$ cat src/rtl/irqres_pkg.sv
package irqres_pkg;
  localparam int SEL_W = 5;
  localparam int VEC_W = 16;
  localparam logic [7:0] CTRL_RST = 8'h06;

  // vector address for a source index: descending 2-byte slots from the top
  function automatic logic [VEC_W-1:0] vec_of(input logic [VEC_W-1:0] top,
                                               input int unsigned idx);
    return top - VEC_W'(idx * 2);
  endfunction
endpackage

$ cat src/rtl/irqres_ctrl_reg.sv
module irqres_ctrl_reg
  import irqres_pkg::*;
(
  input  logic       clk,
  input  logic       rst_n,
  input  logic       gmask_i,
  input  logic       wr_en_i,
  input  logic [7:0] wr_data_i,
  output logic [7:0] ctrl_o
);
  logic [2:0]       mode_q;
  logic [SEL_W-1:0] sel_q;
  logic             sel_wr_ok;

  assign sel_wr_ok = wr_en_i & gmask_i;

  always_ff @(posedge clk or negedge rst_n) begin
    if (!rst_n) mode_q <= CTRL_RST[7:5];
    else if (wr_en_i) mode_q <= wr_data_i[7:5];
  end

  always_ff @(posedge clk or negedge rst_n) begin
    if (!rst_n) sel_q <= CTRL_RST[4:0];
    else if (sel_wr_ok) sel_q <= wr_data_i[4:0];
  end

  assign ctrl_o = {mode_q, sel_q};
endmodule

$ cat src/rtl/irqres_fixed_pick.sv
module irqres_fixed_pick #(
  parameter int N_SRC = 20,
  localparam int IDX_W = (N_SRC > 1) ? $clog2(N_SRC) : 1
) (
  input  logic [N_SRC-1:0] act_i,
  output logic             found_o,
  output logic [IDX_W-1:0] idx_o
);
  always_comb begin
    found_o = 1'b0;
    idx_o   = '0;
    for (int i = N_SRC - 1; i >= 0; i--) begin
      if (act_i[i]) begin
        found_o = 1'b1;
        idx_o   = IDX_W'(i);
      end
    end
  end
endmodule

$ cat src/rtl/irq_prio_resolver.sv
module irq_prio_resolver
  import irqres_pkg::*;
#(
  parameter int N_SRC = 20,
  parameter logic [15:0] VEC_TOP = 16'hFFD6,
  localparam int IDX_W = (N_SRC > 1) ? $clog2(N_SRC) : 1
) (
  input  logic             clk,
  input  logic             rst_n,
  input  logic             gmask_i,
  input  logic [N_SRC-1:0] req_i,
  input  logic [N_SRC-1:0] en_i,
  input  logic             wr_en_i,
  input  logic [7:0]       wr_data_i,
  output logic [7:0]       ctrl_o,
  output logic             irq_valid_o,
  output logic [IDX_W-1:0] irq_idx_o,
  output logic [15:0]      irq_vec_o
);
  logic [SEL_W-1:0] sel_q;
  logic [N_SRC-1:0] act;
  logic             fixed_found;
  logic [IDX_W-1:0] fixed_idx;
  logic             promo_hit;
  logic [IDX_W-1:0] win_idx;

  irqres_ctrl_reg u_reg (
    .clk(clk), .rst_n(rst_n), .gmask_i(gmask_i),
    .wr_en_i(wr_en_i), .wr_data_i(wr_data_i), .ctrl_o(ctrl_o)
  );

  assign sel_q = ctrl_o[4:0];
  assign act   = req_i & en_i & {N_SRC{~gmask_i}};

  irqres_fixed_pick #(.N_SRC(N_SRC)) u_pick (
    .act_i(act), .found_o(fixed_found), .idx_o(fixed_idx)
  );

  // promotion: select matches an implemented, active source
  always_comb begin
    promo_hit = 1'b0;
    for (int i = 0; i < N_SRC; i++) begin
      if (sel_q == SEL_W'(i) && act[i]) promo_hit = 1'b1;
    end
  end

  assign win_idx     = promo_hit ? IDX_W'(sel_q) : fixed_idx;
  assign irq_valid_o = fixed_found;
  assign irq_idx_o   = fixed_found ? win_idx : '0;
  assign irq_vec_o   = fixed_found ? vec_of(VEC_TOP, int'(win_idx)) : '0;
endmodule

$ cat config.mk
export PLATFORM = sky130hd
export DESIGN_NAME = irq_prio_resolver
export DESIGN_NICKNAME = d
export VERILOG_FILES = /design/src/rtl/irqres_pkg.sv /design/src/rtl/irqres_ctrl_reg.sv /design/src/rtl/irqres_fixed_pick.sv /design/src/rtl/irq_prio_resolver.sv
export SDC_FILE = /design/constraint.sdc
export NUM_CORES = 1
export LEC_CHECK = 0
export ABC_AREA = 1
export BUFFER_PORTS_ARGS = -buffer_cell sky130_fd_sc_hd__buf_2
export CAP_MARGIN = 10
export CELL_PAD_IN_SITES_DETAIL_PLACEMENT = 1
export CELL_PAD_IN_SITES_GLOBAL_PLACEMENT = 1
export CORE_MARGIN = 8
export CORE_UTILIZATION = 25
export DETAILED_ROUTE_END_ITERATION = 16
export GPL_TIMING_DRIVEN = 1
export PLACE_DENSITY = 0.82
export RECOVER_POWER = 100
export SYNTH_ARGS = -nofsm -noshare
export SYNTH_HDL_FRONTEND = slang
export SYNTH_SLANG_ARGS = --single-unit
$ cat constraint.sdc
create_clock -name clk -period 2.4 [get_ports clk]
set_input_delay 0.36 -clock clk [delete_from_list [all_inputs] [get_ports clk]]
set_output_delay 0.36 -clock clk [all_outputs]
set_load 0.02 [all_outputs]
== After elaboration in Yosys (flattened, before gate mapping) ==
Index checks and enable logic that the tools add are counted.

* Flip-flop bits (word level): 8
* Bits in latches: 0
* Bits in writable memories: 0
* Bits in read-only memories: 0
* Bits of input ports: 52
* Output and inout bits: 30
* Word-level logic and storage cells: 110
* Memories: 0

* $add $sub $neg: 1
* $mul: 0
* Divide/modulo/power cells: 0
* Order comparisons: 0
* Equality and inequality tests: 19
* Shift-type cells: 0
* Muxes and demuxes: 63
* Bitwise logic cells: 4
* Reductions and logical operators: 21

{| class="wikitable"
|+ Operator list
! cell !! count
|-
| $mux W5 || 22
|-
| $and A20 B20 Y20 || 2
|-
| $eq A5 B4 Y1 const B || 8
|-
| $mux W1 || 40
|-
| $eq A5 B3 Y1 const B || 4
|-
| $eq A5 B5 Y1 const B || 4
|-
| $logic_and A1 B1 Y1 || 20
|-
| $mux W16 || 1
|-
| $eq A5 B2 Y1 const B || 2
|-
| $sub A7 B7 Y8 const A || 1
|-
| $eq A5 B1 Y1 const B || 1
|-
| $logic_not A5 Y1 || 1
|-
| $and A1 B1 Y1 || 1
|-
| $not A1 Y1 || 1
|}

== Longest topological paths before layout ==
Gate-level depths: netlist (run 1).

* Depth after elaboration: 26
* Gate-level depth with buffers: 23

== Cells and area by module ==
A second synthesis (run 1) with hierarchy kept.

* Cell total of the unflattened synthesis: 260
* Area, all modules: 1343.8 µm²

{| class="wikitable"
|+ Modules (own cells, without submodules)
! module !! instances !! cells each !! area an instance (µm²) !! sequential area each (µm²)
|-
| irq_prio_resolver || 1 || 162 || 749.5 || 0.0
|-
| irqres_ctrl_reg || 1 || 34 || 314.1 || 202.7
|-
| irqres_fixed_pick || 1 || 64 || 280.3 || 0.0
|}

== Worst setup path after synthesis (run 1) ==
OpenSTA, ideal clock, no wires.

* Path kind: reg-to-output
* Start point: reg u_reg.sel_q[1]
* End point: out irq_vec_o[3]
* Arrival: 2.176 ns
* Setup slack: -0.136 ns
* Cell stages (with the launch flop): 9
* Cell sequence: dfstp_2 -> nand2_1 -> or3_1 -> nand4_1 -> a21oi_1 -> nand2_1 -> nand2_4 -> o21ai_0 -> buf_4

* Word-level cells in the longest chain between the ends: 25
* Elaborated cells between the ends (all ways): 63

{| class="wikitable"
|+ Ends and longest elaborated chain
! what !! RTL line !! RTL
|-
| start, declared || irqres_ctrl_reg.sv:12 || <nowiki>logic [SEL_W-1:0] sel_q;</nowiki>
|-
| start signal, assigned || irqres_ctrl_reg.sv:23 || <nowiki>if (!rst_n) sel_q <= CTRL_RST[4:0];</nowiki>
|-
| start signal, assigned || irqres_ctrl_reg.sv:24 || <nowiki>else if (sel_wr_ok) sel_q <= wr_data_i[4:0];</nowiki>
|-
| $logic_not A5 Y1 || irq_prio_resolver.sv:43 || <nowiki>if (sel_q == SEL_W'(i) && act[i]) promo_hit = 1'b1;</nowiki>
|-
| $logic_and A1 B1 Y1 || irq_prio_resolver.sv:43 ||
|-
| $mux W1 (20 in a row) || irq_prio_resolver.sv:43 ||
|-
| $mux W5 (*) || irq_prio_resolver.sv:47 || <nowiki>assign win_idx = promo_hit ? IDX_W'(sel_q) : fixed_idx;</nowiki>
|-
| $sub A7 B7 Y8 (*) || irqres_pkg.sv:9 || <nowiki>return top - VEC_W'(idx * 2);</nowiki>
|-
| $mux W16 (*) || irq_prio_resolver.sv:50 || <nowiki>assign irq_vec_o = fixed_found ? vec_of(VEC_TOP, int'(win_idx)) : '0;</nowiki>
|-
| end, declared || irq_prio_resolver.sv:18 || <nowiki>output logic [15:0] irq_vec_o</nowiki>
|}

Every way passes the cells marked *; elsewhere a longest branch is shown, timed or not.

== Worst setup path in the final report (run 1) ==
* Start point: reg u_reg.sel_q[2]
* End point: out irq_vec_o[5]

Same word-level chain as after synthesis.

==> impl_table.tex, run 1 <==
\begin{tabular}{lr}
\hline
Metric & Value \\
\hline
\multicolumn{2}{l}{\textbf{Synthesis}} \\
\quad Cell with the most instances after synthesis & sky130\_fd\_sc\_hd\_\_nand2\_1 \\
\quad Post-synthesis sequential element count & 8 \\
\quad Number of distinct library cells after synthesis & 33 \\
\quad Biggest area consumer among synthesized cells & sky130\_fd\_sc\_hd\_\_nand2\_1 \\
\quad Number of synthesized flops with an enable pin & 0 \\
\quad Ranking of synthesized cells by area & sky130\_fd\_sc\_hd\_\_nand2\_1, sky130\_fd\_sc\_hd\_\_dfrtp\_1, sky130\_fd\_sc\_hd\_\_nor2\_1 \\
\quad Post-Synthesis Net Count & 225 \\
\quad Cell types with the highest counts after synthesis & sky130\_fd\_sc\_hd\_\_nand2\_1, sky130\_fd\_sc\_hd\_\_nor2\_1, sky130\_fd\_sc\_hd\_\_nand3\_1, sky130\_fd\_sc\_hd\_\_inv\_1, sky130\_fd\_sc\_hd\_\_buf\_4 \\
\quad Share of synthesized area occupied by flip-flops and latches & 0.190 \\
\quad Area fraction of the dominant cell type after synthesis & 0.155 \\
\quad Async SR Flop Fraction & 1.00 \\
\quad Synthesized instance count & 172 \\
\quad Leading register cell type out of synthesis & sky130\_fd\_sc\_hd\_\_dfrtp\_1 \\
\quad Netlist Area Pre-Place & 1070 µm² \\
\quad Mean instance size in the synthesized netlist & 6.21 µm² \\
\quad Total of warnings raised by yosys & 0 \\
\multicolumn{2}{l}{\textbf{Place}} \\
\quad Detail Placement HPWL & 3960 µm \\
\quad DP Area & 1700 µm² \\
\quad Number of input and output port buffers inserted & 80 \\
\quad RePlAce Congestion & 0.912 \\
\multicolumn{2}{l}{\textbf{Pwr}} \\
\quad Static Leak & 1.08 nW \\
\quad Part of the power in registers & 0.166 \\
\quad Switching power share of the total & 0.442 \\
\quad Max VDD drop & 524 µV \\
\quad Logic gate share of total power & 0.673 \\
\quad Power Density & 528 nW/µm² \\
\quad Net Switching & 479 µW \\
\quad Final Total Pwr & 1.08 mW \\
\quad Clk pwr share & 0.161 \\
\quad Internal & 604 µW \\
\multicolumn{2}{l}{\textbf{Critical path}} \\
\quad Stages on worst setup path & 15 \\
\quad Highest fanout seen on the critical path & 6 \\
\quad Worst setup path end & irq\_vec\_o[5] \\
\quad Startpoint Class & flop \\
\quad Largest incremental delay on the critical path & 590 ps \\
\quad Reg-to-reg critical path endpoint & u\_reg.sel\_q[2] \\
\quad Count of buffering cells on the critical path with inverters included & 5 \\
\quad Cell breakdown of the critical path & buf\_6 -> inv\_4 -> nand2\_4 -> o22ai\_2 -> nand2\_1 -> o21ai\_1 -> a221oi\_2 -> nand2\_2 -> nand2\_4 -> buf\_4 -> o21ai\_4 -> ha\_4 -> buf\_4 -> a21oi\_4 -> buf\_6 \\
\quad Arrival time reported for the critical path endpoint & 2580 ps \\
\quad R2r worst-path depth & 4 \\
\quad Required time reported for the critical path endpoint & 2040 ps \\
\quad CP delay by family, top & compound AO/OA/AOI/OAI gates \\
\quad Worst r2r src & u\_reg.sel\_q[2] \\
\quad CP endpoint kind & output port \\
\quad Max stage delay cell, worst path & sky130\_fd\_sc\_hd\_\_dfstp\_2 \\
\quad FF-to-FF setup slack & 1320 ps \\
\quad Start point of the critical path & u\_reg.sel\_q[2] \\
\quad Worst Path Class, Setup & flop to output port \\
\multicolumn{2}{l}{\textbf{Clock network}} \\
\quad CTS tree & done \\
\quad CTS H-tree lvls & 1 \\
\quad Number of buffers created by CTS & 3 \\
\quad Clock transition at the register clock pins on the worst setup and hold paths after CTS & 40 ps \\
\quad Sink count of the clock tree & 8 \\
\quad Largest buffer count on any clock path & 2 \\
\quad Insertion delay to the later sink of the worst-skew pair & 230 ps \\
\quad Clock tree root driver cell & sky130\_fd\_sc\_hd\_\_clkbuf\_8 \\
\multicolumn{2}{l}{\textbf{Global route}} \\
\quad Vias in the first global route & 1694 \\
\quad Total track usage & 0.141 \\
\quad Antenna violations before repair & 0 \\
\quad Largest net degree at the start of global routing & 11 \\
\quad Overflow left after global routing & 0 \\
\quad Global-route wire length before repair & 7590 µm \\
\multicolumn{2}{l}{\textbf{Timing}} \\
\quad Minimum period implied by the final worst setup slack & 2940 ps \\
\quad Clock skew & 0 ps \\
\quad Tcrit/Tclk final & 1.22 \\
\quad Worst-case setup margin in the final layout & -539 ps \\
\quad Number of setup violations in the final report & 11 \\
\quad Peak clock frequency supported by timing & 0.340 GHz \\
\quad Unrepaired setup endpoints after global routing & true \\
\quad Final Hold Vio Count & 0 \\
\quad Number of pins exceeding their max-slew limit in the final report & 0 \\
\multicolumn{2}{l}{\textbf{Die}} \\
\quad Horiz. Die Dim & 81.4 µm \\
\quad Std cell rows & 23 \\
\quad Number of top-level design ports & 82 \\
\quad DIE HEIGHT & 81.4 µm \\
\quad Core Area & 4060 µm² \\
\quad Die Outline Area & 6620 µm² \\
\quad Effective utilization at floorplan & 0.263 \\
\multicolumn{2}{l}{\textbf{Run}} \\
\quad Max-capacitance violation count & 0 \\
\multicolumn{2}{l}{\textbf{Cells and area}} \\
\quad Ant diodes & 0 \\
\quad Design area & 2050 µm² \\
\quad Filler Cell Count & 546 \\
\quad Fraction of layout cells with a size suffix above 1 & 0.625 \\
\quad Post-Route Utilization & 0.506 \\
\quad Layout net count & 342 \\
\quad Area added between synthesis and finish & 92.0\% \\
\multicolumn{2}{l}{\textbf{Hold path}} \\
\quad Tightest Hold Check Type & input port to flop \\
\multicolumn{2}{l}{\textbf{Detailed routing}} \\
\quad First-pass detailed-route iteration total & 4 \\
\quad Routed vias & 1624 \\
\quad Detailed-route vias per instance & 4.80 \\
\quad Routed wire length & 5560 µm \\
\quad Remaining DRCs & 0 \\
\quad First-iteration detailed-routing DRC count & 45 \\
\quad Detail Route Antenna Nets & 0 \\
\quad WL per Instance & 16.5 µm \\
\multicolumn{2}{l}{\textbf{Status}} \\
\quad Violated checks & negative setup slack \\
\quad Run status & finished with violations \\
\hline
\end{tabular}
[sequential cells by signal, indices dropped and copies added, names as in the netlist]
signal and cells:
u_reg.sel_q 5, u_reg.mode_q 3
[power by group through the flow]
stage | clock (mW) | sequential [mW] | combinational, mW
5_1_grt | 0.187 | 0.183 | 0.780
6_report | 0.174 | 0.180 | 0.728
4_1_cts | 0.179 | 0.175 | 0.615
2_1_floorplan | 0 | 0.193 | 0.309
3_5_place_dp | 0 | 0.174 | 0.550
3_3_place_gp | 0 | 0.173 | 0.537
[cells in the final DEF, fill, tap and decap left out, types with 2 or more instances in the layout]
cell,count
sky130_fd_sc_hd__dfrtp_1,5
sky130_fd_sc_hd__dfstp_2,2
sky130_fd_sc_hd__buf_2,68
sky130_fd_sc_hd__nor2_4,4
sky130_fd_sc_hd__clkbuf_1,4
sky130_fd_sc_hd__buf_6,11
sky130_fd_sc_hd__nor2_1,17
sky130_fd_sc_hd__mux2_2,4
sky130_fd_sc_hd__nand2_4,3
sky130_fd_sc_hd__inv_2,6
sky130_fd_sc_hd__buf_4,41
sky130_fd_sc_hd__nand3_2,7
sky130_fd_sc_hd__nand3_1,14
sky130_fd_sc_hd__nor3_1,2
sky130_fd_sc_hd__inv_1,9
sky130_fd_sc_hd__nand2_1,35
sky130_fd_sc_hd__clkbuf_8,3
sky130_fd_sc_hd__o21ai_4,2
sky130_fd_sc_hd__o22ai_1,2
sky130_fd_sc_hd__inv_4,2
sky130_fd_sc_hd__o21ai_1,2
sky130_fd_sc_hd__o21ai_2,2
sky130_fd_sc_hd__nor2_2,4
sky130_fd_sc_hd__a21oi_1,9
sky130_fd_sc_hd__nor3_2,2
sky130_fd_sc_hd__nand2_2,9
sky130_fd_sc_hd__a31oi_1,3
[timing repair]
action,4_1_cts,5_1_grt
hold buffers,1,0
gates resized for setup,26,37
buffers inserted,1,11
pin swaps,5,17
endpoints found under the setup margin,10,21
endpoints found under the hold margin,6,0
[logic make-up after synthesis]
logic type | count (synthesis) | share of synthesized area
muxes | 4 | 0.0422
adders and majority gates | 1 | 0.0117
and+or+nand+nor | 100 | 0.418
other | 1 | 0.00351
buffers and inverters | 29 | 0.148
AOI/OAI and AO/OA | 29 | 0.187
DFF | 8 | 0.190
[how the worst min path moves through the flow]
stage                      end  depth (start not counted)  slack [ps]    startpoint
5_1_grt        u_reg.mode_q[0]                          2         360  wr_data_i[5]
3_5_place_dp   u_reg.mode_q[0]                          1         210         rst_n
2_1_floorplan  u_reg.mode_q[0]                          0          60         rst_n
6_report       u_reg.mode_q[1]                          2         360  wr_data_i[6]
3_3_place_gp   u_reg.mode_q[1]                          1         210         rst_n
4_1_cts        u_reg.mode_q[1]                          2         360  wr_data_i[6]
[stage by stage]
step	setup slack, ps	setup TNS [ps]	instances	hold WS, ps
floorplan	6.23	0	172	64.4
global placement	-175	-452	321	206
detailed placement	-300	-958	321	212
CTS	-289	-2100	327	361
global route	-638	-5700	338	357
finish	-539	-3640	338	364
[worst register-to-register path, delay by kind of cell (launching register included)]
family,cells,cell delay (ps)
AOI/OAI and AO/OA,1,120
DFF,1,590
buffers and inverters,3,300
[cell type report]
class                      instances  area, µm²  share of cell area
multi-input combinational        135        878               0.428
sequential                         8        204              0.0994
timing repair buffer             124        793               0.387
inverter                          17       68.8              0.0335
clock buffer                       4       45.0              0.0220
tap                               50       62.6              0.0305
[layer usage]
metal  global-route usage  part of all wire  up-vias  routed length [µm]
li1                     -                 -      801                   -
met3               0.0309             0.081       12                 450
met2                0.261              0.52       58                2880
met4               0.0518             0.023        0                 129
met5                    0                 0        -                   0
met1                0.151              0.38      753                2110
Power figures use the tool's default switching activity.
==> run 2: changes to the inputs <==
--- a/config.mk
+++ b/config.mk
@@ -8,10 +8,10 @@
 export ABC_AREA = 1
 export BUFFER_PORTS_ARGS = -buffer_cell sky130_fd_sc_hd__buf_2
 export CAP_MARGIN = 10
-export CELL_PAD_IN_SITES_DETAIL_PLACEMENT = 1
-export CELL_PAD_IN_SITES_GLOBAL_PLACEMENT = 1
+export CELL_PAD_IN_SITES_DETAIL_PLACEMENT = 2
+export CELL_PAD_IN_SITES_GLOBAL_PLACEMENT = 2
 export CORE_MARGIN = 8
-export CORE_UTILIZATION = 25
+export CORE_UTILIZATION = 18
 export DETAILED_ROUTE_END_ITERATION = 16
 export GPL_TIMING_DRIVEN = 1
 export PLACE_DENSITY = 0.82
==> impl_table.tex, run 2 (same netlist as run 1, synthesis figures left out) <==
\begin{tabular}{lr}
\hline
Metric & Value \\
\hline
\multicolumn{2}{l}{\textbf{Global route}} \\
\quad Vias in the first global route & 1849 (was 1694) \\
\quad Global-route wire length before repair & 8850 µm (was 7590 µm) \\
\quad Overflow left after global routing & 0 (unchanged) \\
\quad Total track usage & 0.126 (was 0.141) \\
\quad Largest net degree at the start of global routing & 11 (unchanged) \\
\quad Antenna violations before repair & 0 (unchanged) \\
\multicolumn{2}{l}{\textbf{Cells and area}} \\
\quad Fraction of layout cells with a size suffix above 1 & 0.654 (was 0.625) \\
\quad Register bank with the most flops & u\_reg.sel\_q (unchanged) \\
\quad Filler Cell Count & 728 (was 546) \\
\quad Number of flip-flops under the largest register name & 5 (unchanged) \\
\quad Layout net count & 341 (was 342) \\
\quad Leading cell types in the layout, fill and taps excluded & sky130\_fd\_sc\_hd\_\_buf\_2, sky130\_fd\_sc\_hd\_\_buf\_4, sky130\_fd\_sc\_hd\_\_nand2\_1 (unchanged) \\
\quad Top flop regs & u\_reg.sel\_q (5), u\_reg.mode\_q (3) (unchanged) \\
\quad Ant diodes & 0 (unchanged) \\
\quad Area added between synthesis and finish & 100\% (was 92.0\%) \\
\quad Leading cell type in the layout, fill and taps excluded & sky130\_fd\_sc\_hd\_\_buf\_2 (unchanged) \\
\multicolumn{2}{l}{\textbf{Critical path}} \\
\quad Arrival time reported for the critical path endpoint & 2430 ps (was 2580 ps) \\
\quad Largest incremental delay on the critical path & 400 ps (was 590 ps) \\
\quad Startpoint Class & flop (unchanged) \\
\quad Worst Path Class, Setup & flop to output port (unchanged) \\
\quad Highest fanout seen on the critical path & 7 (was 6) \\
\quad Required time reported for the critical path endpoint & 2040 ps (about the same) \\
\quad Max stage delay cell, worst path & sky130\_fd\_sc\_hd\_\_dfstp\_2 (unchanged) \\
\quad CP endpoint kind & output port (unchanged) \\
\quad Cell breakdown of the critical path & buf\_4 -> buf\_4 -> nand2\_1 -> inv\_2 -> a31oi\_1 -> nand4\_1 -> a21oi\_2 -> nand2\_2 -> nand2\_8 -> nand3\_4 -> o21ai\_4 -> ha\_4 -> o21ai\_4 -> a21oi\_4 -> buf\_6 (was buf\_6 -> inv\_4 -> nand2\_4 -> o22ai\_2 -> nand2\_1 -> o21ai\_1 -> a221oi\_2 -> nand2\_2 -> nand2\_4 -> buf\_4 -> o21ai\_4 -> ha\_4 -> buf\_4 -> a21oi\_4 -> buf\_6) \\
\multicolumn{2}{l}{\textbf{Timing}} \\
\quad Worst-case setup margin in the final layout & -385 ps (was -539 ps) \\
\quad Number of setup violations in the final report & 11 (unchanged) \\
\quad Clock skew & 0 ps (unchanged) \\
\quad Tcrit/Tclk final & 1.16 (was 1.22) \\
\quad Number of pins exceeding their max-slew limit in the final report & 0 (unchanged) \\
\quad Unrepaired setup endpoints after global routing & true (unchanged) \\
\quad Max\_slew headroom & 0.640 \\
\quad Transition time at the pin with the least slew margin & 536 ps \\
\quad Minimum period implied by the final worst setup slack & 2790 ps (was 2940 ps) \\
\quad Final Hold Vio Count & 0 (unchanged) \\
\quad Peak clock frequency supported by timing & 0.359 GHz (was 0.340 GHz) \\
\multicolumn{2}{l}{\textbf{Die}} \\
\quad Number of top-level design ports & 82 (unchanged) \\
\quad Core Area & 5820 µm² (was 4060 µm²) \\
\quad Effective utilization at floorplan & 0.184 (was 0.263) \\
\quad Std cell rows & 28 (was 23) \\
\quad Die Outline Area & 8660 µm² (was 6620 µm²) \\
\quad DIE HEIGHT & 93.0 µm (was 81.4 µm) \\
\quad Horiz. Die Dim & 93.0 µm (was 81.4 µm) \\
\multicolumn{2}{l}{\textbf{Place}} \\
\quad Number of input and output port buffers inserted & 80 (unchanged) \\
\quad Setup slack after placement & -270 ps (was -300 ps) \\
\quad RePlAce Congestion & 0.838 (was 0.912) \\
\quad Detail Placement HPWL & 4610 µm (was 3960 µm) \\
\multicolumn{2}{l}{\textbf{Run}} \\
\quad Max-capacitance violation count & 0 (unchanged) \\
\multicolumn{2}{l}{\textbf{Hold path}} \\
\quad Tightest Hold Check Type & input port to flop (unchanged) \\
\multicolumn{2}{l}{\textbf{Clock network}} \\
\quad Largest buffer count on any clock path & 2 (unchanged) \\
\quad CTS tree & done (unchanged) \\
\quad Sink count of the clock tree & 8 (unchanged) \\
\quad Clock transition at the register clock pins on the worst setup and hold paths after CTS & 40 ps (about the same) \\
\quad Number of buffers created by CTS & 3 (unchanged) \\
\quad Insertion delay to the later sink of the worst-skew pair & 230 ps (about the same) \\
\quad CTS H-tree lvls & 1 (unchanged) \\
\quad Clock tree root driver cell & sky130\_fd\_sc\_hd\_\_clkbuf\_8 (unchanged) \\
\multicolumn{2}{l}{\textbf{Detailed routing}} \\
\quad Detailed-route vias per instance & 4.48 (was 4.80) \\
\quad Remaining DRCs & 0 (unchanged) \\
\quad Routed wire length & 6160 µm (was 5560 µm) \\
\quad Routed vias & 1617 (was 1624) \\
\quad First-iteration detailed-routing DRC count & 19 (was 45) \\
\quad WL per Instance & 17.1 µm (was 16.5 µm) \\
\quad Detail Route Antenna Nets & 0 (unchanged) \\
\quad First-pass detailed-route iteration total & 4 (unchanged) \\
\multicolumn{2}{l}{\textbf{Status}} \\
\quad Run status & finished with violations (unchanged) \\
\quad Violated checks & negative setup slack (unchanged) \\
\multicolumn{2}{l}{\textbf{Pwr}} \\
\quad Final Total Pwr & 1.09 mW (was 1.08 mW) \\
\quad Power Density & 512 nW/µm² (was 528 nW/µm²) \\
\quad Static Leak & 1.09 nW (was 1.08 nW) \\
\quad Max VDD drop & 474 µV (was 524 µV) \\
\hline
\end{tabular}
-- run 2: cell count changes in the layout (fill, tap and decap cells not counted), sizes merged --
cell and change:
buf +1, clkbuf -3
-- run 2: stage by stage --
step	area, µm²	hold slack, ps	setup TNS, ps	cells	utilization
floorplan	1090	64.4	0	172	-
global placement	1730	213	-852	347	0.298
detailed placement	1730	215	-1200	347	0.298
CTS	1940	367	-2440	355	0.333
global route	2140	368	-5210	361	0.367
finish	2140	370	-3080	361	0.367
-- run 2: worst paths after layout --
check | start | endpoint | slack, ps | depth (start not counted)
max in group asynchronous | rst_n | u_reg.sel_q[1] | 1450 | 2
min reg2reg | u_reg.mode_q[1] | u_reg.mode_q[1] | 500 | 1
max reg2reg | u_reg.sel_q[2] | u_reg.sel_q[2] | 1390 | 3
min in group asynchronous | rst_n | u_reg.sel_q[4] | 600 | 2
max | u_reg.sel_q[1] | irq_vec_o[5] | -390 | 15
min | wr_data_i[7] | u_reg.mode_q[2] | 370 | 2
-- run 2: cell type report --
| cell class | instances | area [µm²] | share of cell area |
|---|---|---|---|
| Sequential cell | 8 | 204 | 0.0954 |
| Timing Repair Buffer | 123 | 793 | 0.371 |
| Multi-Input combinational cell | 135 | 936 | 0.438 |
| Tap cell | 75 | 93.8 | 0.0439 |
| Clock buffer | 3 | 41.3 | 0.0193 |
| Inverter | 17 | 68.8 | 0.0322 |
-- run 2: layer usage --
layer | GRT usage | up-vias | routed length, µm
li1 | - | 797 | -
met2 | 0.247 | 47 | 3380
met3 | 0.0361 | 8 | 338
met4 | 0.00805 | 0 | 102
met5 | 0 | - | 0
met1 | 0.133 | 765 | 2340
-- run 2: power by group --
group          total [mW]  internal, mW  switching (mW)
clock network       0.159         0.108          0.0508
registers           0.179         0.156          0.0235
logic               0.756         0.340           0.417
-- run 2: critical path: cells and delay by family (launching register included) --
| family | cells | cell delay [ps] |
|---|---|---|
| fa+ha+maj | 1 | 190 |
| simple gates | 5 | 560 |
| compound gates | 5 | 580 |
| flops | 1 | 400 |
| buf+inv | 4 | 470 |
-- run 2: what timing repair did --
item,in CTS,in global routing
pin swaps,12,15
buffers inserted,4,6
hold buffers,1,0
cloned,0,0
endpoints found under the hold margin,6,0
resized for setup,34,40
setup endpoints to repair,21,21
